$ cat src/rtl/gpq_pkg.sv
package gpq_pkg;
  // bit positions inside the mode word written through cfg_wdata
  localparam int CFG_SB   = 0;
  localparam int CFG_GEN  = 1;
  localparam int CFG_LOCK = 2;
  localparam int CFG_W    = 3;

  typedef struct packed {
    logic lock;
    logic gen_new;
    logic sb_sel;
  } gpq_mode_t;

  function automatic gpq_mode_t mode_from_word(input logic [CFG_W-1:0] w);
    gpq_mode_t m;
    m.sb_sel  = w[CFG_SB];
    m.gen_new = w[CFG_GEN];
    m.lock    = w[CFG_LOCK];
    return m;
  endfunction
endpackage

$ cat src/rtl/gpq_cfg.sv
module gpq_cfg
  import gpq_pkg::*;
(
  input  logic             clk,
  input  logic             rst_n,
  input  logic             wr,
  input  logic [CFG_W-1:0] wdata,
  output gpq_mode_t        mode
);
  logic      wr_take;
  gpq_mode_t mode_q;

  assign wr_take = wr && !mode_q.lock;

  always_ff @(posedge clk) begin
    if (!rst_n) mode_q <= '0;
    else if (wr_take) mode_q <= mode_from_word(wdata);
  end

  assign mode = mode_q;

  // a locked mode word never changes
  a_r3_lock_holds: assert property (@(posedge clk) disable iff (!rst_n)
    mode_q.lock |=> $stable(mode_q));
endmodule

$ cat src/rtl/gpq_pipe_cap.sv
module gpq_pipe_cap #(
  parameter int ADDR_W = 32,
  parameter int CMD_W  = 4
) (
  input  logic              clk,
  input  logic              rst_n,
  input  logic              locked,
  input  logic              sb_sel,
  input  logic              gen_new,
  input  logic              pipe_n,
  input  logic [ADDR_W-1:0] ad_in,
  input  logic [CMD_W-1:0]  cmd_in,
  output logic              push,
  output logic [ADDR_W-1:0] addr,
  output logic [CMD_W-1:0]  cmd,
  output logic              proto_hit
);
  logic strobe_on, path_legal;

  assign strobe_on  = locked && !pipe_n;
  assign path_legal = !sb_sel && !gen_new;
  assign push       = strobe_on && path_legal;
  assign proto_hit  = strobe_on && !path_legal;
  assign addr       = ad_in;
  assign cmd        = cmd_in;

  // newer signaling never yields a pipelined request
  a_r6_gen_new_blocks: assert property (@(posedge clk) disable iff (!rst_n)
    gen_new |-> !push);
  // released strobe yields no request
  a_r2_idle_no_push: assert property (@(posedge clk) disable iff (!rst_n)
    pipe_n |-> !push);
endmodule

$ cat src/rtl/gpq_sb_cap.sv
module gpq_sb_cap #(
  parameter int ADDR_W = 32,
  parameter int CMD_W  = 4,
  parameter int SB_W   = 8
) (
  input  logic              clk,
  input  logic              rst_n,
  input  logic              en,
  input  logic [SB_W-1:0]   sb_bus,
  output logic              push,
  output logic [ADDR_W-1:0] addr,
  output logic [CMD_W-1:0]  cmd
);
  localparam int BEATS  = ADDR_W / SB_W;
  localparam int BEAT_W = (BEATS > 1) ? $clog2(BEATS) : 1;
  localparam int ACC_W  = ADDR_W - SB_W;
  localparam logic [BEAT_W-1:0] LAST = BEAT_W'(BEATS - 1);

  logic              busy;
  logic [BEAT_W-1:0] beat;
  logic [ACC_W-1:0]  acc;
  logic [CMD_W-1:0]  cmd_q;
  logic              start, last_beat;

  function automatic logic [ADDR_W-1:0] sb_shift(input logic [ACC_W-1:0] a,
                                                 input logic [SB_W-1:0] b);
    return {a, b};
  endfunction

  assign start     = en && !busy && !sb_bus[SB_W-1];
  assign last_beat = busy && (beat == LAST);

  always_ff @(posedge clk) begin
    if (!rst_n || !en) begin
      busy  <= 1'b0;
      beat  <= '0;
      acc   <= '0;
      cmd_q <= '0;
    end else if (start) begin
      busy  <= 1'b1;
      beat  <= '0;
      cmd_q <= sb_bus[CMD_W-1:0];
    end else if (busy) begin
      acc  <= sb_shift(acc, sb_bus)[ACC_W-1:0];
      beat <= beat + 1'b1;
      if (last_beat) busy <= 1'b0;
    end
  end

  assign push = en && last_beat;
  assign addr = sb_shift(acc, sb_bus);
  assign cmd  = cmd_q;

  // disabled sideband lane holds the frame engine idle
  a_r5_disabled_idle: assert property (@(posedge clk) disable iff (!rst_n)
    !en |=> !busy);
  // a frame occupies exactly BEATS clocks after its header
  a_r4_frame_ends: assert property (@(posedge clk) disable iff (!rst_n)
    (en && last_beat) |=> !busy);
endmodule

$ cat src/rtl/gpq_fifo.sv
module gpq_fifo #(
  parameter int W     = 36,
  parameter int DEPTH = 8
) (
  input  logic         clk,
  input  logic         rst_n,
  input  logic         push,
  input  logic [W-1:0] push_data,
  input  logic         pop,
  output logic [W-1:0] head,
  output logic         full,
  output logic         empty,
  output logic         drop
);
  localparam int PTR_W = (DEPTH > 1) ? $clog2(DEPTH) : 1;
  localparam int CNT_W = $clog2(DEPTH + 1);
  localparam logic [CNT_W-1:0] FULL_CNT = CNT_W'(DEPTH);

  logic [W-1:0]     mem [DEPTH];
  logic [PTR_W-1:0] wr_ptr, rd_ptr;
  logic [CNT_W-1:0] count;
  logic             pop_ok, accept;

  function automatic logic [PTR_W-1:0] ptr_inc(input logic [PTR_W-1:0] p);
    return (p == PTR_W'(DEPTH - 1)) ? '0 : p + 1'b1;
  endfunction

  function automatic logic [CNT_W-1:0] cnt_next(input logic [CNT_W-1:0] c,
                                                input logic up, input logic dn);
    case ({up, dn})
      2'b10:   return c + 1'b1;
      2'b01:   return c - 1'b1;
      default: return c;
    endcase
  endfunction

  assign full   = (count == FULL_CNT);
  assign empty  = (count == '0);
  assign pop_ok = pop && !empty;
  assign accept = push && (!full || pop_ok);
  assign drop   = push && !accept;
  assign head   = mem[rd_ptr];

  always_ff @(posedge clk) begin
    if (accept) mem[wr_ptr] <= push_data;
  end

  always_ff @(posedge clk) begin
    if (!rst_n) begin
      wr_ptr <= '0;
      rd_ptr <= '0;
      count  <= '0;
    end else begin
      if (accept) wr_ptr <= ptr_inc(wr_ptr);
      if (pop_ok) rd_ptr <= ptr_inc(rd_ptr);
      count <= cnt_next(count, accept, pop_ok);
    end
  end

  // occupancy never exceeds the depth
  a_r8_bounded: assert property (@(posedge clk) disable iff (!rst_n)
    count <= FULL_CNT);
  // a request at full without a dequeue leaves the queue full
  a_r9_full_drop: assert property (@(posedge clk) disable iff (!rst_n)
    (full && push && !pop) |=> full);
  // a lone dequeue lowers occupancy by one
  a_r10_pop_count: assert property (@(posedge clk) disable iff (!rst_n)
    (pop_ok && !push) |=> (count == $past(count) - 1'b1));
endmodule

$ cat src/rtl/gpq_front.sv
module gpq_front
  import gpq_pkg::*;
#(
  parameter int ADDR_W = 32,
  parameter int CMD_W  = 4,
  parameter int SB_W   = 8,
  parameter int DEPTH  = 8
) (
  input  logic              clk,
  input  logic              rst_n,
  input  logic              cfg_wr,
  input  logic [CFG_W-1:0]  cfg_wdata,
  input  logic              pipe_n,
  input  logic [ADDR_W-1:0] ad_bus,
  input  logic [CMD_W-1:0]  cbe_bus,
  input  logic [SB_W-1:0]   sb_bus,
  output logic              out_valid,
  input  logic              out_ready,
  output logic [ADDR_W-1:0] out_addr,
  output logic [CMD_W-1:0]  out_cmd,
  output logic              fifo_full,
  output logic              fifo_empty,
  output logic              ovf_err,
  output logic              proto_err,
  output logic              mode_sb,
  output logic              mode_gen_new,
  output logic              mode_locked
);
  localparam int ENT_W = ADDR_W + CMD_W;

  gpq_mode_t         mode;
  logic              sb_en;
  logic              p_push, p_proto, s_push, q_push, q_drop;
  logic [ADDR_W-1:0] p_addr, s_addr;
  logic [CMD_W-1:0]  p_cmd, s_cmd;
  logic [ENT_W-1:0]  q_data, q_head;

  gpq_cfg u_cfg (
    .clk(clk), .rst_n(rst_n), .wr(cfg_wr), .wdata(cfg_wdata), .mode(mode)
  );

  assign sb_en = mode.lock && mode.sb_sel;

  gpq_pipe_cap #(.ADDR_W(ADDR_W), .CMD_W(CMD_W)) u_pipe (
    .clk(clk), .rst_n(rst_n), .locked(mode.lock), .sb_sel(mode.sb_sel),
    .gen_new(mode.gen_new), .pipe_n(pipe_n), .ad_in(ad_bus), .cmd_in(cbe_bus),
    .push(p_push), .addr(p_addr), .cmd(p_cmd), .proto_hit(p_proto)
  );

  gpq_sb_cap #(.ADDR_W(ADDR_W), .CMD_W(CMD_W), .SB_W(SB_W)) u_sb (
    .clk(clk), .rst_n(rst_n), .en(sb_en), .sb_bus(sb_bus),
    .push(s_push), .addr(s_addr), .cmd(s_cmd)
  );

  assign q_push = p_push || s_push;
  assign q_data = mode.sb_sel ? {s_addr, s_cmd} : {p_addr, p_cmd};

  gpq_fifo #(.W(ENT_W), .DEPTH(DEPTH)) u_fifo (
    .clk(clk), .rst_n(rst_n), .push(q_push), .push_data(q_data),
    .pop(out_ready), .head(q_head), .full(fifo_full), .empty(fifo_empty),
    .drop(q_drop)
  );

  always_ff @(posedge clk) begin
    if (!rst_n) begin
      ovf_err   <= 1'b0;
      proto_err <= 1'b0;
    end else begin
      if (q_drop)  ovf_err   <= 1'b1;
      if (p_proto) proto_err <= 1'b1;
    end
  end

  assign out_valid    = !fifo_empty;
  assign out_addr     = q_head[ENT_W-1:CMD_W];
  assign out_cmd      = q_head[CMD_W-1:0];
  assign mode_sb      = mode.sb_sel;
  assign mode_gen_new = mode.gen_new;
  assign mode_locked  = mode.lock;

  // forbidden strobe raises the protocol flag and never enqueues
  a_r7_proto_flag: assert property (@(posedge clk) disable iff (!rst_n)
    (mode.lock && !pipe_n && (mode.sb_sel || mode.gen_new)) |=> proto_err);
  a_r7_proto_sticky: assert property (@(posedge clk) disable iff (!rst_n)
    proto_err |=> proto_err);
  a_r7_no_pipe_push: assert property (@(posedge clk) disable iff (!rst_n)
    p_proto |-> !p_push);
  // overflow flag is sticky
  a_r9_ovf_sticky: assert property (@(posedge clk) disable iff (!rst_n)
    ovf_err |=> ovf_err);
  // an accepted pipelined request leaves the queue non-empty
  a_r1_pipe_lands: assert property (@(posedge clk) disable iff (!rst_n)
    (p_push && !fifo_full) |=> !fifo_empty);
  // unlocked block never enqueues
  a_r3_no_early_push: assert property (@(posedge clk) disable iff (!rst_n)
    !mode.lock |-> !q_push);
  // only one request path can be live
  a_r5_one_path: assert property (@(posedge clk) disable iff (!rst_n)
    !(p_push && s_push));
endmodule

$ cat config.mk
export PLATFORM = sky130hd
export DESIGN_NAME = gpq_front
export DESIGN_NICKNAME = d
export VERILOG_FILES = /design/src/rtl/gpq_pkg.sv /design/src/rtl/gpq_cfg.sv /design/src/rtl/gpq_pipe_cap.sv /design/src/rtl/gpq_sb_cap.sv /design/src/rtl/gpq_fifo.sv /design/src/rtl/gpq_front.sv
export SDC_FILE = /design/constraint.sdc
export NUM_CORES = 1
export LEC_CHECK = 0
export ABC_AREA = 0
export CORE_ASPECT_RATIO = 0.75
export CORE_MARGIN = 2
export CORE_UTILIZATION = 40
export DETAILED_ROUTE_END_ITERATION = 10
export GPL_TIMING_DRIVEN = 0
export PLACE_DENSITY_LB_ADDON = 0.05
export SYNTH_ARGS = -nofsm -noshare
export SYNTH_HDL_FRONTEND = slang
export SYNTH_SLANG_ARGS = --single-unit
$ cat constraint.sdc
create_clock -name clk -period 8 [get_ports clk]
set_input_delay 0.8 -clock clk [delete_from_list [all_inputs] [get_ports clk]]
set_output_delay 0.8 -clock clk [all_outputs]
set_load 0.03 [all_outputs]
==> impl_results.md, run 1 <==
- Rel. slew slack: 0.380
- Leading area contributor after synthesis: edfxtp_1
- DP Wirelength: between 20 and 25 mm
- Overall power: about 0.0042 W
- Synth-to-Final Area Change: 22.3%
- Fin crit period: slightly above 4000 ps
- P per Cell Area: 260 nW/um2
- Core area: about 32,000 um2
- Min setup slack post-route: approximately 3900 ps
- Final number of setup-violating endpoints: 0
- Buffer depth of the longest clock path: 3
- DR vias/cell: about 5.2
- Synth cell types: 37
- Syn. warnings: 0
- Number of buffers created by CTS: 36
- Worst Setup Start Kind: flip-flop
- Drt drc: 0
- Site row count: 57
- Via count: about 6.7k
- F_max: between 200 and 250 MHz
- Largest cells by area after synthesis: edfxtp_1 (65%), mux4_2 (12%), dfxtp_1 (7.4%)
- Register area: 9630 um2
- Initial antenna violation count: 0
- Diode count: 0
- Crit path DAT: 3280 ps
- Post-DRT Antenna Nets: 0
- Die X-Extent: between 200 and 250 um
- Seq/Total Area, Yosys: 0.728
- Final WL: between 30 and 40 mm
- Starting Density: 0.407
- Routability Congestion: 0.734
- Die Span Y: approximately 160 um
- Hold Buf Count CTS: 0
- I/O pins: 96
- CTS sink cnt: around 340
- I/O Buffers: 95
- Leak: ~5.1 nW
- Worst-path maximum fanout: 10
- Vias in the first global route: 7,027
- Clock skew: around 13 ps
- Mapped Nets: 730
- Worst Max-Slew Pin Slew: 925 ps
- Gate Count Post-Synth: 670
- Area taken by multi-input logic gates: between 3000 and 4000 um2
- Peak supply drop: 0.000130 V
- Drt initial violations: 616
- Synthesized area per cell: between 15 and 20 um2
- Req. time, crit path: just over 7000 ps
- Overall global routing resource usage: 0.180
- Syn Std Cell Area: between 10,000 and 15,000 um2
- Pre-CTS WS: 3990 ps
- EDFF count, synth: about 290
- Status: finished, final reports clean
- Finished Cell Area: around 16,000 um2
- Final Hold Fails: 0
- Placed inst area: 15,000 um2
- Async set or reset register ratio after synthesis: 0
- WS Path Type: flip-flop to primary output
- Final Max Slew Viols: 0
- Layout cells sized above 1: 0.280
- H-tree Lvls: 2
- Max Cap Violations: 0
- Root Buffer: clkbuf_16
- Post-synth top area share: 0.654
- Grt total ovfl: 0
- First-pass GRT wire length: 45.1 mm
- Final Cycle Share: 0.510
- Synthesis-stage register bit count: 337
- Worst hold path type: flip-flop to flip-flop
- DR WL/cell: around 24 um
- Die area: about 35,000 um2
- CTS tree: done
- DR pass1 iterations: 4
- CTS resizes: 0
- RSZ-0062 raised after global routing: no
- Fill count: around 2.6k
- Clk pin slew, worst setup/hold paths: 60 ps
- Setup crit end kind: primary output
- Ys flop type: edfxtp_1
- Final nets: approximately 880
- Worst skew pair latency: between 500 and 600 ps
- Setup bufs post-CTS: 0
- Largest net degree at the start of global routing: 21
-- area by class of cell --
class                           instances  area share
Clock inverter                         19      0.0122
Timing Repair Buffer                  110      0.0725
Inverter                                4    0.000928
Multi-Input combinational cell        293       0.215
Buffer                                 36     0.00952
Sequential cell                       337       0.595
Clock buffer                           45      0.0603
Tap cell                              442      0.0342
-- worst max-delay path: stages, from the launching register on --
cell and delay, ps:
dfxtp_1 310, clkbuf_1 440, clkbuf_1 700, mux4_2 410
mux2_2 300, clkdlybuf4s50_1 610
-- power by group --
group          internal (W)  switching (W)
Combinational      0.000292       0.000310
Sequential          0.00193      0.0000102
Clock              0.000995       0.000660
-- sequential cells by signal (all words and copies together) (netlist names), named ones only --
register       cells
u_fifo.mem       288
u_sb.acc          24
u_fifo.count       4
u_sb.cmd           4
u_cfg.mode         3
u_fifo.rd_ptr      3
u_fifo.wr_ptr      3
u_sb.beat          2
ovf_err            1
proto_err          1
u_sb.busy          1
-- cells by family after synthesis --
logic type | count (synthesis) | synth area share
xor gates and xnor gates | 3 | 0.00199
muxes | 173 | 0.206
buffers and inverters | 40 | 0.0128
DFF | 337 | 0.728
and+or+nand+nor | 82 | 0.0299
adders and majority gates | 8 | 0.00757
AOI/OAI and AO/OA | 27 | 0.0133
-- synthesized netlist by cell type (5+ instances only) --
master	count
nor2_1	36
o21ai_0	11
clkbuf_1	20
nand2_1	15
ha_1	8
mux4_2	72
dfxtp_1	49
edfxtp_1	288
buf_2	9
mux2_2	72
a21oi_1	7
buf_1	6
nand3_1	5
nor2b_1	7
mux2i_1	29
-- cell usage in the layout (no fill, tap or decap), types with 2 or more instances in the layout --
cell type        instances
clkinv_2                10
nor2b_1                  7
edfxtp_1               288
mux2i_1                 29
buf_2                    9
mux2_2                  72
buf_1                    6
a21oi_1                  7
nand3_1                  5
clkbuf_1                26
nor2_1                  30
xor2_1                   2
ha_1                     8
a21boi_0                 4
clkdlybuf4s50_1         95
or3_1                    2
nand2b_1                 3
o21a_1                   2
nor3_1                   2
nand2_1                 15
nor3_2                   2
buf_6                    8
inv_1                    4
bufinv_16                4
clkbuf_8                 2
dfxtp_1                 49
o21ai_0                 11
clkbuf_16               37
clkinv_1                 3
buf_12                   6
nor2_4                   6
mux4_2                  72
-- final timing paths --
path	from	end	slack [ps]	cells past startpoint
worst min register to register	proto_err	proto_err	470	1
worst min-delay path	proto_err	proto_err	470	1
worst max-delay path	flip-flop	out_addr[19]	3920	5
worst max register to register	u_sb.busy	u_fifo.mem[0][16]	4640	9
-- per-stage QoR --
stage                     setup TNS, ps  hold WS, ps  utilization  cells
after detailed placement              0          462        0.462   1222
after global placement            -3850          450        0.454   1207
after CTS                             0          477        0.498   1286
after floorplan                       0          446            -    670
final                                 0          473        0.498   1286
after global routing                  0          489        0.498   1286
-- layer usage --
layer / GRT usage / routed length, um / vias up
met4: 0.0455 / 533 / 0
met2: 0.294 / 15000 / 140
met3: 0.0286 / 1270 / 46
met1: 0.254 / 14100 / 3536
met5: 0 / 0 / -
li1: - / - / 2992
No activity file was read; power rests on OpenSTA's default activity.
==> run 2: changes to the inputs <==
clock period = 3.8 ns   (was 8 ns; I/O delays follow)
==> run 2 against run 1 <==
Sequential power increased by 110%. Clock skew down 2.9 ps. First-iteration DRC count decreased by 27%. Critical path type unchanged. Final area increased by 0.33%. Highest routed layer unchanged. Flip-flop and latch count is the same.
==> impl_results.md, run 2 (same netlist as run 1, synthesis figures left out) <==
- Worst-path maximum fanout: 10 (unchanged)
- Worst Max-Slew Pin Slew: 841 ps (-83.7 ps)
- Leak: 5.06 nW (about the same)
- Die X-Extent: 214 um (unchanged)
- Max reg flops: 288 (unchanged)
- F_max: 279 MHz
- Initial antenna violation count: 0 (unchanged)
- Top Family by Delay on Critical Path: buffers and inverters
- Die area: 34,500 um2 (unchanged)
- Die Span Y: 161 um (unchanged)
- Worst path bufs/invs: 3 (unchanged)
- Max Cap Violations: 0 (unchanged)
- Overall power: 0.00885 W (+110%)
- Via count: 6,731 (+0.25%)
- Hold Buf Count CTS: 0 (unchanged)
- I/O pins: 96 (unchanged)
- P per Cell Area: 545 nW/um2 (+110%)
- Status: finished, final reports clean
- Setup crit end kind: primary output
- Worst skew pair latency: 520 ps (about the same)
- Root Buffer: clkbuf_16
- CP Depth: 5 (unchanged)
- Req. time, crit path: 3420 ps (-3780 ps)
- Worst Setup Start Kind: flip-flop
- Routability Congestion: 0.727 (-0.94%)
- CP dominant cell by count: clkbuf_1
- RSZ-0062 raised after global routing: no
- CTS sink cnt: 337 (unchanged)
- Site row count: 57 (unchanged)
- Vias in the first global route: 7,081 (+0.77%)
- Final Max Slew Viols: 0 (unchanged)
- Peak supply drop: 0.000394 V (+200%)
- Final Hold Fails: 0 (unchanged)
- Buffer depth of the longest clock path: 3 (unchanged)
- Starting Density: 0.407 (unchanged)
- Reg2reg path depth: 6 (-3)
- Slowest stage cell, crit path: clkbuf_1
- Pre-CTS WS: 584 ps (-3410 ps)
- Hold_ws: 478 ps (+4.75 ps)
- Grt total ovfl: 0 (unchanged)
- Largest net degree at the start of global routing: 23 (+9.5%)
- Max incr delay on CP: 610 ps (-90 ps)
- Rel. slew slack: 0.438 (+0.0579)
- Commonest non-fill, non-tap cells in the layout: edfxtp_1 (288), clkdlybuf4s50_1 (95), mux4_2 (72), mux2_2 (72), dfxtp_1 (49)
- Min setup slack post-route: 210 ps (-3710 ps)
- Final nets: 874 (-0.46%)
- Top reg by flops: u_fifo.mem
- Drt drc: 0 (unchanged)
- I/O Buffers: 95 (unchanged)
- Core area: 32,400 um2 (unchanged)
- Post-DRT Antenna Nets: 0 (unchanged)
- CTS tree: done
- Fin crit period: between 3000 and 4000 ps
- Clk pin slew, worst setup/hold paths: 60 ps (about the same)
- Final number of setup-violating endpoints: 0 (unchanged)
- Placed Instances: 1,219 (-0.25%)
- Layout cells sized above 1: 0.279 (-0.000385)
- First-pass GRT wire length: 45.0 mm (-0.25%)
- Crit-path cells: clkbuf_1 -> clkbuf_1 -> mux4_2 -> mux2_2 -> clkdlybuf4s50_1
- Worst hold path type: flip-flop to flip-flop
- Crit path DAT: 3210 ps (-70 ps)
- Biggest regs: u_fifo.mem: 288 flops, u_sb.acc: 24 flops
- DR WL/cell: 23.7 um (-1.5%)
- Final Cycle Share: 0.945
- Number of buffers created by CTS: 35 (-2.8%)
- Final std cells w/o fill: 1,280 (-0.47%)
- Final WL: 30.3 mm (-2.0%)
- WS Path Type: flip-flop to primary output
- Drt initial violations: 450 (-27%)
- Clock skew: 10.5 ps (-2.87 ps)
- H-tree Lvls: 2 (unchanged)
- DP Wirelength: 19.6 mm (-2.4%)
- DR pass1 iterations: 5 (+1)
- Commonest non-fill, non-tap cell in the layout: edfxtp_1
- Overall global routing resource usage: 0.179 (-0.00162)
- Diode count: 0 (unchanged)
- Hold path depth: 1 (unchanged)
- Synth-to-Final Area Change: 22.8%
- DR vias/cell: 5.26 (+0.72%)
==> run 2: cell types whose count changed in the layout (fill, tap and decap cells not counted), moves of 2 or more <==
cell,previous run,this run
buf_6,8,1
buf_16,0,4
clkbuf_2,0,6
clkinv_1,3,5
clkinv_2,10,6
nor3_2,2,0
nor3_4,0,2
clkbuf_1,26,20
==> run 2: worst paths after layout <==
| path | startpoint | to | slack, ps |
|---|---|---|---|
| worst min register to register | proto_err | proto_err | 480 |
| worst max register to register | u_sb.busy | u_fifo.mem[4][24] | 980 |
| worst min-delay path | proto_err | proto_err | 480 |
| worst max-delay path | flip-flop | out_addr[5] | 210 |
==> run 2: through the flow <==
step / setup TNS [ps] / cell area [um2] / util
2_1_floorplan: 0 / 13200 / -
3_3_place_gp: -486080 / 14700 / 0.454
3_5_place_dp: 0 / 15100 / 0.464
4_1_cts: 0 / 16200 / 0.500
5_1_grt: 0 / 16200 / 0.500
6_report: 0 / 16200 / 0.500
==> run 2: metal layers <==
layer	track usage	wire, um	up-vias
met2	0.295	14700	160
met1	0.244	13600	3542
met3	0.0324	1360	45
met4	0.0505	599	0
met5	0	0	-
li1	-	-	2984
==> run 2: repair_timing <==
item,CTS,global route
gates resized for setup,0,13
setup buffers,0,0
endpoints found under the setup margin,0,20
==> run 2: final cells by class <==
class                           count  area (um2)
Timing Repair Buffer              107        1210
Clock buffer                       44         962
Clock inverter                     17         206
Inverter                            4        15.0
Sequential cell                   337        9630
Buffer                             36         161
Fill cell                        2610       16200
Tap cell                          442         553
Multi-Input combinational cell    293        3490
==> run 2: power breakdown <==
part / switching [W] / internal (W) / leakage (nW)
combinational: 0.000650 / 0.000617 / 1.49
clock: 0.00137 / 0.00213 / 0.572
sequential: 0.0000218 / 0.00407 / 3.00
